File: src/rtl/dpwm_pkg.sv
package dpwm_pkg;

  // Widest dither field; sets the width of the frame index.
  localparam int IDX_W = 6;

  typedef enum logic [1:0] {
    RES_NONE = 2'd0,
    RES_16   = 2'd1,
    RES_32   = 2'd2,
    RES_64   = 2'd3
  } dith_res_e;

  // Number of low bits that carry the dither count.
  function automatic logic [2:0] dith_bits(dith_res_e r);
    case (r)
      RES_16:  return 3'd4;
      RES_32:  return 3'd5;
      RES_64:  return 3'd6;
      default: return 3'd0;
    endcase
  endfunction

endpackage

File: src/rtl/dpwm_rst_sync.sv
module dpwm_rst_sync (
  input  logic clk,
  input  logic arst_n,
  output logic srst_n
);

  logic [1:0] sync_q;

  always_ff @(posedge clk or negedge arst_n) begin
    if (!arst_n) sync_q <= 2'b00;
    else         sync_q <= {sync_q[0], 1'b1};
  end

  assign srst_n = sync_q[1];

endmodule

File: src/rtl/dpwm_dither_sel.sv
module dpwm_dither_sel
  import dpwm_pkg::*;
#(
  parameter int VAL_W = 16
) (
  input  dith_res_e          res_i,
  input  logic [VAL_W-1:0]   val_i,
  input  logic [IDX_W-1:0]   idx_i,
  output logic [VAL_W-1:0]   int_o,
  output logic               extra_o
);

  logic [2:0]       nbits;
  logic [IDX_W-1:0] mask;
  logic [IDX_W-1:0] kval;
  logic [IDX_W-1:0] idx_m;
  logic [IDX_W-1:0] rev_full;
  logic [IDX_W-1:0] rev_n;

  always_comb begin
    nbits = dith_bits(res_i);
    mask  = IDX_W'((32'd1 << nbits) - 32'd1);
    kval  = val_i[IDX_W-1:0] & mask;
    idx_m = idx_i & mask;
    int_o = val_i >> nbits;
  end

  // Bit reversal over the full index width, then aligned to n bits.
  for (genvar b = 0; b < IDX_W; b++) begin : g_rev
    assign rev_full[b] = idx_m[IDX_W-1-b];
  end

  always_comb begin
    rev_n   = rev_full >> (3'(IDX_W) - nbits);
    extra_o = (rev_n < kval);
  end


  always_comb begin
    extra_only_dith_chk: assert (!(extra_o && (res_i == RES_NONE)))
      else $error("extra clock requested with dithering off");
  end

endmodule

File: src/rtl/dpwm_frame_ctr.sv
module dpwm_frame_ctr
  import dpwm_pkg::*;
#(
  parameter int VAL_W = 16
) (
  input  logic             clk,
  input  logic             rst_n,
  input  dith_res_e        res_i,
  input  logic [VAL_W-1:0] per_int_i,
  input  logic             per_extra_i,
  output logic [IDX_W-1:0] idx_nxt_o,
  output logic [VAL_W-1:0] cnt_nxt_o,
  output logic             frame_end_o
);

  logic [VAL_W-1:0] cnt_q, cnt_d;
  logic [VAL_W-1:0] top_q, top_d;
  logic [IDX_W-1:0] fidx_q, fidx_d;
  dith_res_e        res_q, res_d;
  logic             frame_end;

  assign frame_end = (cnt_q == top_q);

  // Index of the frame about to be loaded.
  always_comb begin
    if (res_i != res_q) idx_nxt_o = '0;
    else                idx_nxt_o = fidx_q + 1'b1;
  end

  always_comb begin
    cnt_d  = cnt_q + 1'b1;
    top_d  = top_q;
    fidx_d = fidx_q;
    res_d  = res_q;
    if (frame_end) begin
      cnt_d  = '0;
      top_d  = per_int_i + VAL_W'(per_extra_i);
      fidx_d = idx_nxt_o;
      res_d  = res_i;
    end
  end

  always_ff @(posedge clk or negedge rst_n) begin
    if (!rst_n) begin
      cnt_q  <= '0;
      top_q  <= '0;
      fidx_q <= '1;
      res_q  <= RES_NONE;
    end else begin
      cnt_q  <= cnt_d;
      top_q  <= top_d;
      fidx_q <= fidx_d;
      res_q  <= res_d;
    end
  end

  assign cnt_nxt_o   = cnt_d;
  assign frame_end_o = frame_end;


  cnt_in_frame_chk: assert property (@(posedge clk) disable iff (!rst_n)
    cnt_q <= top_q);


  wrap_to_zero_chk: assert property (@(posedge clk) disable iff (!rst_n)
    frame_end |=> (cnt_q == '0));


  hold_mid_frame_chk: assert property (@(posedge clk) disable iff (!rst_n)
    !frame_end |=> ($stable(top_q) && $stable(res_q)));


  res_restart_chk: assert property (@(posedge clk) disable iff (!rst_n)
    (frame_end && (res_i != res_q)) |=> (fidx_q == '0));

endmodule

File: src/rtl/dpwm_wave.sv
module dpwm_wave #(
  parameter int VAL_W = 16
) (
  input  logic             clk,
  input  logic             rst_n,
  input  logic             frame_end_i,
  input  logic [VAL_W-1:0] cnt_nxt_i,
  input  logic [VAL_W-1:0] cmp_int_i,
  input  logic             cmp_extra_i,
  output logic             pwm_o,
  output logic             fs_o
);

  logic [VAL_W-1:0] cmp_q, cmp_d;
  logic             pwm_q, pwm_d;
  logic             fs_q, fs_d;

  always_comb begin
    cmp_d = cmp_q;
    if (frame_end_i) cmp_d = cmp_int_i + VAL_W'(cmp_extra_i);
    pwm_d = (cnt_nxt_i < cmp_d);
    fs_d  = frame_end_i;
  end

  always_ff @(posedge clk or negedge rst_n) begin
    if (!rst_n) begin
      cmp_q <= '0;
      pwm_q <= 1'b0;
      fs_q  <= 1'b0;
    end else begin
      cmp_q <= cmp_d;
      pwm_q <= pwm_d;
      fs_q  <= fs_d;
    end
  end

  assign pwm_o = pwm_q;
  assign fs_o  = fs_q;


  first_clk_level_chk: assert property (@(posedge clk) disable iff (!rst_n)
    fs_q |-> (pwm_q == (cmp_q != '0)));


  no_rise_mid_frame_chk: assert property (@(posedge clk) disable iff (!rst_n)
    (!fs_q && !$past(pwm_q)) |-> !pwm_q);

endmodule

File: src/rtl/dpwm_gen.sv
module dpwm_gen
  import dpwm_pkg::*;
#(
  parameter int VAL_W = 16
) (
  input  logic             clk,
  input  logic             rst_n,
  input  logic [VAL_W-1:0] period_i,
  input  logic [VAL_W-1:0] compare_i,
  input  logic [1:0]       res_i,
  output logic             pwm_o,
  output logic             frame_start_o
);

  localparam int N_SEL = 2;  // 0: period, 1: compare

  logic             srst_n;
  dith_res_e        res_e;
  logic [IDX_W-1:0] idx_nxt;
  logic [VAL_W-1:0] cnt_nxt;
  logic             frame_end;

  logic [N_SEL-1:0][VAL_W-1:0] sel_val;
  logic [N_SEL-1:0][VAL_W-1:0] sel_int;
  logic [N_SEL-1:0]            sel_extra;

  assign res_e      = dith_res_e'(res_i);
  assign sel_val[0] = period_i;
  assign sel_val[1] = compare_i;

  dpwm_rst_sync i_rst_sync (
    .clk    (clk),
    .arst_n (rst_n),
    .srst_n (srst_n)
  );

  for (genvar s = 0; s < N_SEL; s++) begin : g_sel
    dpwm_dither_sel #(.VAL_W(VAL_W)) i_sel (
      .res_i   (res_e),
      .val_i   (sel_val[s]),
      .idx_i   (idx_nxt),
      .int_o   (sel_int[s]),
      .extra_o (sel_extra[s])
    );
  end

  dpwm_frame_ctr #(.VAL_W(VAL_W)) i_frame_ctr (
    .clk         (clk),
    .rst_n       (srst_n),
    .res_i       (res_e),
    .per_int_i   (sel_int[0]),
    .per_extra_i (sel_extra[0]),
    .idx_nxt_o   (idx_nxt),
    .cnt_nxt_o   (cnt_nxt),
    .frame_end_o (frame_end)
  );

  dpwm_wave #(.VAL_W(VAL_W)) i_wave (
    .clk         (clk),
    .rst_n       (srst_n),
    .frame_end_i (frame_end),
    .cnt_nxt_i   (cnt_nxt),
    .cmp_int_i   (sel_int[1]),
    .cmp_extra_i (sel_extra[1]),
    .pwm_o       (pwm_o),
    .fs_o        (frame_start_o)
  );


  quiet_in_reset_chk: assert property (@(posedge clk)
    !srst_n |-> (!pwm_o && !frame_start_o));

endmodule

File: config.mk
export PLATFORM = sky130hd
export DESIGN_NAME = dpwm_gen
export DESIGN_NICKNAME = d
export VERILOG_FILES = /design/src/rtl/dpwm_pkg.sv /design/src/rtl/dpwm_rst_sync.sv /design/src/rtl/dpwm_dither_sel.sv /design/src/rtl/dpwm_frame_ctr.sv /design/src/rtl/dpwm_wave.sv /design/src/rtl/dpwm_gen.sv
export SDC_FILE = /design/constraint.sdc
export NUM_CORES = 1
export LEC_CHECK = 0
export CAP_MARGIN = 30
export CORE_MARGIN = 5
export CORE_UTILIZATION = 34
export DETAILED_ROUTE_END_ITERATION = 7
export REMOVE_ABC_BUFFERS = 1
export SLEW_MARGIN = 20
export SYNTH_ARGS = -nofsm -noshare
export SYNTH_HDL_FRONTEND = slang
export SYNTH_SLANG_ARGS = --single-unit
File: constraint.sdc
create_clock -name clk -period 4.59 [get_ports clk]
set_clock_uncertainty 0.1 [all_clocks]
set_input_delay 0.6885 -clock clk [delete_from_list [all_inputs] [get_ports clk]]
set_output_delay 0.6885 -clock clk [all_outputs]
set_load 0.005 [all_outputs]
Word level (Yosys, flattened, before mapping)
Index checks and enable logic that the tools add are counted.
Word-level totals
  bits in registers: 60
  input bits: 36
  logic and storage cells: 33
Operators by class
  add/subtract/negate cells: 6
  magnitude comparators: 3
  equality and inequality tests: 5
  shift-type cells: 4
  mux-type cells: 4
  bitwise logic cells: 3
Operator list (count)
  $add A16 B1 Y16: 2
  $mux W16: 2
  $shr A16 B3 Y16: 2
  $and A6 B6 Y6: 3
  $add A16 B1 Y16 const B: 1
  $eq A16 B16 Y1: 1
  $lt A16 B16 Y1: 1
  $lt A6 B6 Y1: 2
  $pmux W3 S3: 1
  $add A6 B1 Y6 const B: 1
  $mux W6: 1
  $shl A1 B3 Y6 const A: 1
  $shr A6 B3 Y6: 1
  $sub A6 B1 Y6 const B: 1
  $eq A2 B2 Y1 const B: 2
  $sub A3 B3 Y3 const A: 1
  $eq A2 B1 Y1 const B: 1
  $ne A2 B2 Y1: 1

Longest topological paths before layout
Gate-level depths: netlist of the first run.
  depth after elaboration: 10
  gate-level depth with buffers: 31
  gate-level depth less buffers: 26

Hierarchy
From an unflattened synthesis of the first run, not the netlist that was laid out.
Unflattened totals
  cell total of the unflattened synthesis: 481
  area total of the unflattened synthesis: 4906.0 µm²
By module, submodules not included
  dpwm_frame_ctr: instances 1, cells an instance 208, area each 2259.7 µm², sequential area each 1008.5 µm²
  dpwm_wave: instances 1, cells an instance 150, area each 1368.8 µm², sequential area each 450.4 µm²
  dpwm_dither_sel: instances 2, cells an instance 60, area each 611.8 µm², sequential area each 0.0 µm²
  dpwm_rst_sync: instances 1, cells an instance 3, area each 53.8 µm², sequential area each 50.0 µm²

Least setup slack after synthesis of the first run
Ideal clock, no wire load.
  path type: input to register
  start point: in res_i[0]
  end point: reg i_wave.pwm_q (netlist: i_wave.pwm_o)
  arrival: 4803 ps
  data required time: 4396 ps
  setup slack: -407 ps
  cell stages on the path: 28
  buffers on the path: 5
  cell sequence: buf_6 -> buf_12 -> buf_6 -> buf_4 -> xnor2_1 -> nand2_1 -> nor2_1 -> nand2_1 -> o21ai_0 -> a21o_1 -> ha_1 -> a2111oi_0 -> nand4b_1 -> nand2_1 -> ha_1 -> ha_1 -> and2_1 -> buf_2 -> nand4_1 -> xnor2_1 -> mux2i_1 -> ha_1 -> nand2_1 -> o21ai_0 -> a21o_1 -> a21oi_1 -> o21ai_0 -> a211oi_1
Between the ends
  longest elaborated chain between the ends: 10
  elaborated cells on any way between the ends: 17
RTL lines
  from (decl): line dpwm_gen.sv:10  | input logic [1:0] res_i,
  $eq A2 B2 Y1 or $eq A2 B1 Y1 (tied branches): line dpwm_pkg.sv:15  | case (r)
  $pmux W3 S3: line dpwm_pkg.sv:15
  $shl A1 B3 Y6: line dpwm_dither_sel.sv:22  | mask = IDX_W'((32'd1 << nbits) - 32'd1);
  $sub A6 B1 Y6: line dpwm_dither_sel.sv:22
  $and A6 B6 Y6: line dpwm_dither_sel.sv:24  | idx_m = idx_i & mask;
  $shr A6 B3 Y6: line dpwm_dither_sel.sv:34  | rev_n = rev_full >> (3'(IDX_W) - nbits);
  $lt A6 B6 Y1: line dpwm_dither_sel.sv:35  | extra_o = (rev_n < kval);
  $add A16 B1 Y16 (*): line dpwm_wave.sv:20  | if (frame_end_i) cmp_d = cmp_int_i + VAL_W'(cmp_extra_i);
  $mux W16 (*): line dpwm_wave.sv:20
  $lt A16 B16 Y1 (*): line dpwm_wave.sv:21  | pwm_d = (cnt_nxt_i < cmp_d);
  net i_wave.pwm_d: line dpwm_wave.sv:15  | logic pwm_q, pwm_d;
  to (signal assigned): line dpwm_wave.sv:32  | pwm_q <= pwm_d;
  to (decl): line dpwm_wave.sv:15
The timed path passes the listed nets; every way through them passes the cells marked *.
A chain may end at the register's enable or synchronous reset.

Final worst setup path of the first run
Ends and elaborated chain as after synthesis.

==> results.md, run 1 <==
* Crit end category: flop
* Num rows at 42
* Cell Area, Placed at ~0.0053 mm^2
* Max incr delay on CP at between 300 and 400 ps
* Cells after DPL at 706
* CP startpoint kind: input pin
* Outcome: complete, no violations
* Top post-synthesis cells by area: dfrtp_1, ha_1, xor2_1, nand2_1, mux4_1
* I/O pin total at 38
* P_leak at between 2 and 3 nW
* Crit path arrival time at between 4000 and 5000 ps
* Mean post-synth cell area at roughly 9.6 um^2
* CP bufs+invs at 5
* Port Buffer Count at 37
* Slew margin rel. at 49.74%
* Post-DR wirelength/cell at 15.28 um
* Most common cell after layout, fill and taps aside: nand2_1
* Commonest cells after routing, fill and taps aside: nand2_1, dfrtp_1, buf_4
* Root Buffer: clkbuf_16
* Minimum clock period after layout at around 4300 ps
* Crit Path Category: in2reg
* H-tree Lvls at 3
* Area leader, netlist: dfrtp_1
* Crit share post-route at 94.14%
* CTS buffer count at 9
* Worst path most repeated cell: buf_4
* Pwr dens at 320.0 mW/mm^2
* DRT antenna net count at 0
* Final hold violation count at 0
* Global-route wire length before repair at 19.27 mm
* Max clock buf depth at 2
* Layout area overhead at 26.54%
* Clock-pin slew on the worst setup and hold paths at 60 ps
* Vias per Instance at between 5 and 6
* FFs w/ async S/R, synth at 100.0%
* Mapped Area at 0.004619 mm^2
* Residual DRC at 0
* Post-CTS Hold Fix Bufs at 0
* Number of global-route vias before repair at 3965
* CTS Sinks at 60
* Chip height at 126.6 um
* Pin count of the biggest net entering global routing at 59
* Clk_lat worst skew at around 330 ps
* 1st-iter DRT viols at 165
* Setup-failing EPs final at 0
* Final #Nets at 619
* Seq/Total Area, Yosys at roughly 33%
* Fraction of final layout cells sized beyond drive strength 1 at 21.01%
* #FFs+latches synth at 60
* Antenna violations before repair at 0
* Drt total wl at 11.20 mm
* CTS tree: done
* DP HPWL at 8.513 mm
* Unique cell type count in the Yosys netlist at 53
* Synthesis Warnings at 0
* Family with the most delay on the worst path: simple AND/OR/NAND/NOR gates
* Actual slew at the worst max-slew pin at between 700 and 800 ps
* RSZ-0062 raised after global routing: no
* Number of synthesized flops with an enable pin at 0
* Filler Cells Inserted at roughly 1300
* Die X at between 100 and 150 um
* Non-Filler Instances at 733
* Prevailing post-synth register cell: dfrtp_1
* GRT Resource Usage Total at 14.63%
* Worst-path cell chain: buf_2, buf_4, nor3_1, a31oi_1, nor2_1, ha_1, a2111oi_4, buf_4, nand4b_1, nand2_1, ha_4, buf_4, nand3_1, nor2_1, nand3_1, xnor2_1, mux2i_1, ha_1, nand4_1, buf_4, o22ai_1, nor2_1, o41ai_1, a211oi_1
* Fin area at 0.005846 mm^2
* Gp weighted congestion at 0.8268
* Max VDD drop at 194.9 uV
* Hold crit path type: reg2reg
* Mapped Cells at 480
* Synth top area share at ~30%
* Critical Path RT at 4730 ps
* First-pass DRT Iterations at 4
* Antenna cells at 0
* Worst Path Max Fanout at 13
* Max Fclk at about 0.23 GHz
* Pins over their slew limit at 0
* Max_cap viols at 0
* Worst-path cell with the longest stage delay: a2111oi_4
* Initial Util at 34.74%
* Detailed-route via count at 3786
* GRT overflow at 0
* Die ar. at 0.01602 mm^2
* Core area at ~0.013 mm^2
==> power breakdown <==
part | internal, mW | switching (mW) | leakage (nW)
clock network | 0.422 | 0.254 | 0.142
logic | 0.266 | 0.269 | 1.67
registers | 0.599 | 0.0608 | 0.731
==> path summary, 6_finish.rpt <==
| path | to | cells past startpoint | from | slack (ps) |
|---|---|---|---|---|
| worst max-delay path | i_wave.pwm_o | 24 | res_i[0] | 270 |
| worst min-delay path | i_rst_sync.sync_q[1] | 0 | i_rst_sync.sync_q[0] | 250 |
| worst max register to register | i_wave.pwm_o | 25 | i_frame_ctr.fidx_q[1] | 290 |
| worst min register to register | i_rst_sync.sync_q[1] | 0 | i_rst_sync.sync_q[0] | 250 |
| max in group asynchronous | i_frame_ctr.res_q[0] | 1 | i_rst_sync.sync_q[1] | 3570 |
| min in group asynchronous | i_wave.fs_o | 1 | i_rst_sync.sync_q[1] | 320 |
==> area by class of cell <==
class / instances / area (um^2) / share of cell area [%]
tap: 176 / 220.2 / 3.767
clock inverter: 7 / 76.32 / 1.306
inverter: 11 / 41.29 / 0.7063
timing repair buffer: 82 / 698.2 / 11.94
sequential: 60 / 1510 / 25.83
multi-input combinational: 388 / 3074 / 52.59
clock buffer: 9 / 225.2 / 3.853
==> kinds of logic (layout without fill, tap and decap cells) <==
group           count (synthesis)  after routing  share of synthesized area, %
xor+xnor                       57             57                         10.81
compound gates                 72             72                         9.182
buf+inv                        32            109                         3.684
mux                            43             43                         15.66
flops                          60             60                         32.67
simple gates                  184            184                         19.53
other cells                     1              1                       0.08118
fa+ha+maj                      31             31                         8.396
==> routing by layer <==
layer | track usage, % | wire length, um
met5 | 0 | 0
met4 | 4.038 | 138
met3 | 3.741 | 567
met2 | 25.00 | 5631
met1 | 18.35 | 4860
==> metrics by stage <==
step	utilization [%]	setup TNS [ps]	total power [mW]	hold WS [ps]	setup WS [ps]
6_report	43.97	0	1.871	252.5	268.8
5_1_grt	43.97	0	1.995	266.7	20.94
4_1_cts	42.83	0	1.874	254.8	192.3
3_5_place_dp	40.11	-830.0	1.171	241.2	-608.2
3_3_place_gp	40.11	-441.4	1.148	236.8	-441.4
2_1_floorplan	-	-167.8	0.9915	231.2	-167.8
==> Yosys cell counts (all sizes together) (8+ instances only) <==
cell     n
xnor2   18
xor2    39
dfrtp   54
o21ai   30
nand3   15
buf     13
clkbuf   8
ha      31
mux2i   13
a21oi   17
nor2    29
mux4    19
inv     11
nand4   11
nand2   82
nor3    10
mux2    11
==> worst reg2reg max path, stage by stage, from the launching register on <==
cell and delay (ps):
dfstp_2 580, nand3_2 110, xor2_1 200, nor2_1 80, mux2_2 270, nand2_1 80, o21ai_2 70, ha_2 190
a2111oi_4 200, buf_4 170, nand4b_1 80, nand2_1 120, ha_4 150, buf_4 100, nand3_1 80, nor2_1 160
nand3_1 120, xnor2_1 260, mux2i_1 130, ha_1 300, nand4_1 130, buf_4 120, o22ai_1 60, nor2_1 90
o41ai_1 80, a211oi_1 220
==> sequential cells by signal, indices dropped and copies added (netlist names) <==
register,flops
i_rst_sync.sync_q,2
i_wave.cmp_q,16
i_frame_ctr.top_q,16
i_wave.pwm_o,1
i_frame_ctr.res_q,2
i_wave.fs_o,1
i_frame_ctr.cnt_q,16
i_frame_ctr.fidx_q,6
==> timing repair <==
| action | in CTS | in global routing |
|---|---|---|
| setup buffers | 6 | 5 |
| endpoints found under the setup margin | 1 | 1 |
| gates resized for setup | 8 | 26 |
| pin swaps | 6 | 17 |
Note: power is estimated with default switching activity, not from simulation.
==> run 2, diff against run 1 <==
--- a/config.mk
+++ b/config.mk
@@ -9,6 +9,8 @@
 export CORE_MARGIN = 5
 export CORE_UTILIZATION = 34
 export DETAILED_ROUTE_END_ITERATION = 7
+export GPL_TIMING_DRIVEN = 0
+export MAX_ROUTING_LAYER = met4
 export REMOVE_ABC_BUFFERS = 1
 export SLEW_MARGIN = 20
 export SYNTH_ARGS = -nofsm -noshare
==> run 2 against run 1 <==
Sequential cell count is the same; sequential share of layout area up 0.22 points; worst setup slack worse by 130 ps; power is 3.6% lower; critical path depth decreased by 1; register-to-register slack got worse by 150 ps; largest cell class unchanged; wire length is 3.5% lower; global-route usage shrank 0.77 points; cell area is 0.68% lower; critical endpoint unchanged; die area unchanged; clock-buffer cell count stayed put; largest power group is now registers; clock power is 9.9% lower.
==> results.md, run 2 (synthesized netlist as in run 1, its figures left out) <==
* CP startpoint kind: flop
* Slew margin rel. at 58.68%
* Filler Cells Inserted at 1268
* DP HPWL at 8.202 mm
* Worst-path cell with the longest stage delay: dfstp_2
* I/O pin total at 38
* 1st-iter DRT viols at 139
* Detailed-route via count at 3728
* Layout area overhead at 25.68%
* Clk_lat worst skew at 320 ps
* Max clock buf depth at 2
* Fraction of final layout cells sized beyond drive strength 1 at 18.95%
* GRT overflow at 0
* Outcome: complete, no violations
* Pwr dens at 310.6 mW/mm^2
* Pins over their slew limit at 0
* Max_cap viols at 0
* DRT antenna net count at 0
* Chip height at between 100 and 150 um
* Sw Pwr at 576.7 uW
* Die ar. at 0.01602 mm^2
* Hold crit path type: reg2async
* Most common cell after layout, fill and taps aside: nand2_1
* Non-Filler Instances at approximately 700
* Family with the most delay on the worst path: compound AO/OA/AOI/OAI gates
* Gp weighted congestion at around 0.86
* Antenna violations before repair at 0
* Actual slew at the worst max-slew pin at 604.2 ps
* Worst Path Max Fanout at 6
* Sequential share of power at a little under two fifths
* Clock-pin slew on the worst setup and hold paths at 60 ps
* H-tree Lvls at 3
* Drt total wl at between 10 and 15 mm
* Global-route wire length before repair at roughly 18 mm
* Clock Power Share at 33.7%
* CTS tree: done
* Number of global-route vias before repair at 3812
* Final #Nets at approximately 600
* Max incr delay on CP at 560 ps
* Root Buffer: clkbuf_16
* Residual DRC at 0
* Core area at around 0.013 mm^2
* Hold slack at approximately 120 ps
* Post-DR wirelength/cell at 15.24 um
* Largest regs: i_frame_ctr.cnt_q x16, i_frame_ctr.top_q x16, i_wave.cmp_q x16
* Max Fclk at 0.2249 GHz
* Critical Path RT at 4720 ps
* Sw Ratio at 31.98%
* First-pass DRT Iterations at 4
* Storage cell area at 0.001513 mm^2
* Combinational share of power at 29.5%
* Cells after DPL at 679
* Setup TNS at 0 ps
* Post-CTS Hold Fix Bufs at 0
* P_leak at 2.491 nW
* Final hold violation count at 0
* Minimum clock period after layout at 4447 ps
* Port Buffer Count at 37
* Setup-failing EPs final at 0
* Die X at 126.6 um
* Worst-path cell chain: ha_2, xnor2_2, nor2_4, nand2_1, o21ai_0, a21o_1, ha_2, a2111oi_4, nand4b_1, nand2_1, ha_4, ha_2, and2_4, nand4_1, xnor2_2, mux2i_1, ha_1, nand2_1, o21ai_0, a21o_1, a21oi_1, o21ai_0, a211oi_2
* Antenna cells at 0
* Crit path arrival time at 4570 ps
* Crit Path Category: reg2reg
* Pin count of the biggest net entering global routing at 39
* Vias per Instance at between 5 and 6
* CTS buffer count at 9
* Num rows at between 40 and 50
* Initial Util at 34.74%
* Max VDD drop at 194.4 uV
* Crit. path cell count at 23
* Worst Reg-to-Reg Cells at 23
* CTS Sinks at 60
* Area of the multi-input gates at 0.003122 mm^2
* Crit share post-route at 96.87%
* Pint at 1.227 mW
* GRT Resource Usage Total at 13.86%
* Final design utilization at 43.67%
* Crit end category: flop
* Commonest cells after routing, fill and taps aside: nand2_1, dfrtp_1, xor2_1
* CP bufs+invs at 0
-- run 2: repair_timing --
action / CTS / global route
resized for setup: 19 / 23
pin swaps: 5 / 15
endpoints found under the setup margin: 1 / 1
gates cloned: 2 / 0
buffers inserted: 2 / 11
-- run 2: metrics by stage --
stage	setup slack, ps	instance area (um^2)	total power [mW]
floorplan	-167.8	4491	0.9915
global placement	-2522	5081	1.124
detailed placement	-1113	5192	1.142
CTS	11.80	5625	1.786
global route	-173.6	5806	1.923
finish	143.5	5806	1.803
-- run 2: worst paths after layout --
check,startpoint,to,slack [ps]
max in group asynchronous,i_rst_sync.sync_q[1],i_frame_ctr.fidx_q[0],3710
worst max register to register,i_frame_ctr.fidx_q[0],i_wave.pwm_o,140
worst max-delay path,i_frame_ctr.fidx_q[0],i_wave.pwm_o,140
worst min-delay path,i_rst_sync.sync_q[1],i_wave.fs_o,120
min in group clk,i_rst_sync.sync_q[0],i_rst_sync.sync_q[1],250
worst min register to register,i_rst_sync.sync_q[1],i_wave.fs_o,120
-- run 2: worst reg2reg max path: cells and delay by family, from the launching register on --
family / cells / cell delay, ps
flops: 1 / 560
xor+xnor: 2 / 320
compound gates: 8 / 1330
simple gates: 7 / 830
mux: 1 / 180
fa+ha+maj: 5 / 1030
-- run 2: layout make-up --
| type | instances | area share [%] |
|---|---|---|
| Clock inverter | 7 | 0.8836 |
| Multi-Input combinational cell | 388 | 53.77 |
| Tap cell | 176 | 3.793 |
| Inverter | 11 | 0.7112 |
| Sequential cell | 60 | 26.06 |
| Timing Repair Buffer | 58 | 10.91 |
| Clock buffer | 9 | 3.879 |
-- run 2: power by group through the flow --
| stage | Sequential [mW] | Clock (mW) | Combinational, mW |
|---|---|---|---|
| 6_report | 0.662 | 0.609 | 0.532 |
| 5_1_grt | 0.673 | 0.649 | 0.600 |
| 4_1_cts | 0.663 | 0.623 | 0.500 |
| 3_5_place_dp | 0.671 | 0 | 0.471 |
| 3_3_place_gp | 0.675 | 0 | 0.449 |
| 2_1_floorplan | 0.658 | 0 | 0.333 |
-- run 2: routing by layer --
metal,GRT usage (%),vias to the layer above,wire length [um]
met5,-,-,0
met4,5.300,0,263
met3,2.354,21,350
met2,23.13,74,5314
met1,16.80,1808,4877
li1,-,1825,-
==> run 3, diff against run 2 <==
--- a/config.mk
+++ b/config.mk
@@ -12,6 +12,7 @@
 export GPL_TIMING_DRIVEN = 0
 export MAX_ROUTING_LAYER = met4
 export REMOVE_ABC_BUFFERS = 1
+export SETUP_SLACK_MARGIN = 0.02
 export SLEW_MARGIN = 20
 export SYNTH_ARGS = -nofsm -noshare
 export SYNTH_HDL_FRONTEND = slang
==> run 3 against run 2 <==
Cell count grew 0.14%; combinational power grew 0.8%; die area unchanged; clock-buffer cell count unchanged; power rose by 0.21%; critical endpoint unchanged; highest routed layer unchanged.
==> results.md, run 3 (synthesized netlist as in run 1, its figures left out) <==
* DRT antenna net count at 0
* Crit end category: flop
* R2r startpoint: i_frame_ctr.fidx_q[0]
* Core area at ~0.013 mm^2
* Crit Path Category: in2reg
* CTS tree: done
* Pins over their slew limit at 0
* Number of global-route vias before repair at 3815
* Actual slew at the worst max-slew pin at 573.0 ps
* Layout area overhead at 26.27%
* Antenna violations before repair at 0
* Met2 Use GR at 23.13%
* Critical Path RT at 4720 ps
* Fin area at 0.005833 mm^2
* Max VDD drop at 194.5 uV
* Drt total wl at 10.92 mm
* Worst Path Max Fanout at 12
* 1st-iter DRT viols at 128
* Residual DRC at 0
* Post-DR wirelength/cell at 15.37 um
* Slew margin rel. at 60.81%
* First-pass DRT Iterations at 4
* CTS buffer count at 9
* Cell Area, Placed at 0.005192 mm^2
* Gp weighted congestion at 0.8624
* Outcome: complete, no violations
* Root Buffer: clkbuf_16
* Hold crit path type: reg2async
* H-tree Lvls at 3
* Max clock buf depth at 2
* Commonest cells after routing, fill and taps aside: nand2_1, dfrtp_1, xor2_1
* Vias per Instance at 5.261
* Port Buffer Count at 37
* CP startpoint kind: input pin
* Minimum clock period after layout at around 4400 ps
* Max_cap viols at 0
* Setup ws final at 185.1 ps
* Crit share post-route at 95.97%
* R2R Setup Slk at 210 ps
* Post-CTS Hold Fix Bufs at 0
* Final #Nets at around 600
* Crit path arrival time at 4530 ps
* Die ar. at 0.01602 mm^2
* Final hold violation count at 0
* Largest regs: i_frame_ctr.cnt_q x16, i_frame_ctr.top_q x16, i_wave.cmp_q x16
* P_leak at 2.500 nW
* GRT busiest layer: met2
* Filler Cells Inserted at between 1000 and 1500
* Reg-to-Reg End: i_wave.pwm_o
* Detailed-route via count at roughly 3700
* Antenna cells at 0
* Clock-pin slew on the worst setup and hold paths at ~60 ps
* Pwr dens at 309.8 mW/mm^2
* CTS Sinks at 60
* Setup crit start: res_i[0]
* M3 GR Usage at 2.354%
* Setup-failing EPs final at 0
* Global-route wire length before repair at 17.88 mm
* GRT overflow at 0
* DP HPWL at between 8 and 9 mm
* Pin count of the biggest net entering global routing at 39
* I/O pin total at 38
* Num rows at 42
* Most common cell after layout, fill and taps aside: nand2_1
* GR Util met1 at 16.86%
* Initial Util at a little over a third
* Fraction of final layout cells sized beyond drive strength 1 at 19.48%
* GRT Resource Usage Total at around 14%
* Chip height at approximately 130 um
* Die X at about 130 um
* Final design utilization at 43.87%
* Max Fclk at 0.2270 GHz
* Hold slack at 115.8 ps
* Clk_lat worst skew at ~320 ps
* Worst Reg-to-Reg Cells at 22
* Post-Place Setup Slack at -1113 ps
[run 3: changes by cell type in the layout (fill, tap and decap cells not counted), sizes merged]
cell  change
buf       +1
[run 3: layer usage]
metal  up-vias  part of all wire, %  wire length (um)
li1       1822                    -                 -
met1      1821                   45              4959
met2        71                   49              5340
met3        21                  3.3               358
met4         0                  2.4               257
met5         -                    0                 0
[run 3: worst max-delay path: stages]
cell and delay, ps:
buf_6 150, buf_12 160, buf_4 150, nor3_1 180
a31oi_1 70, nor2_2 160, ha_1 290, a2111oi_4 390
nand4b_1 130, nand2_1 130, ha_4 170, nand4_4 120
nor3_2 160, xor2_1 290, mux2i_1 150, ha_1 310
a21oi_1 130, o21ai_0 90, a21o_1 180, a21oi_1 140
o21ai_0 130, a211oi_2 180
[run 3: where the power goes]
group	internal, mW	switching, mW
Clock	0.366	0.242
Sequential	0.599	0.0640
Combinational	0.264	0.273
Total	1.23	0.579
[run 3: worst max path at each step]
stage                              end  slack (ps)  cells past startpoint
final                     i_wave.pwm_o         190                     22
after global routing      i_wave.pwm_o         -90                     27
after CTS                 i_wave.pwm_o          30                     27
after detailed placement  i_wave.pwm_o       -1110                     25
after global placement    i_wave.pwm_o       -2520                     24
after floorplan           i_wave.pwm_o        -170                     13
[run 3: repair_timing]
action / 4_1_cts / 5_1_grt
endpoints found under the setup margin: 1 / 1
gates resized for setup: 20 / 26
setup buffers: 3 / 11
pin swaps: 5 / 15
cloned: 2 / 0
[run 3: area by class of cell]
class | count | area [um^2] | share of cell area, %
multi-input combinational | 388 | 3142 | 53.86
sequential | 60 | 1513 | 25.93
timing repair buffer | 59 | 640.6 | 10.98
clock buffer | 9 | 225.2 | 3.861
tap | 176 | 220.2 | 3.775
clock inverter | 7 | 51.30 | 0.8795
inverter | 11 | 41.29 | 0.7079
[run 3: stage by stage]
step / power, mW / std cells / TNS (ps)
after floorplan: 0.9915 / 459 / -167.8
after global placement: 1.124 / 672 / -53350
after detailed placement: 1.142 / 679 / -2065
after CTS: 1.788 / 700 / 0
after global routing: 1.924 / 710 / -93.33
final: 1.807 / 710 / 0
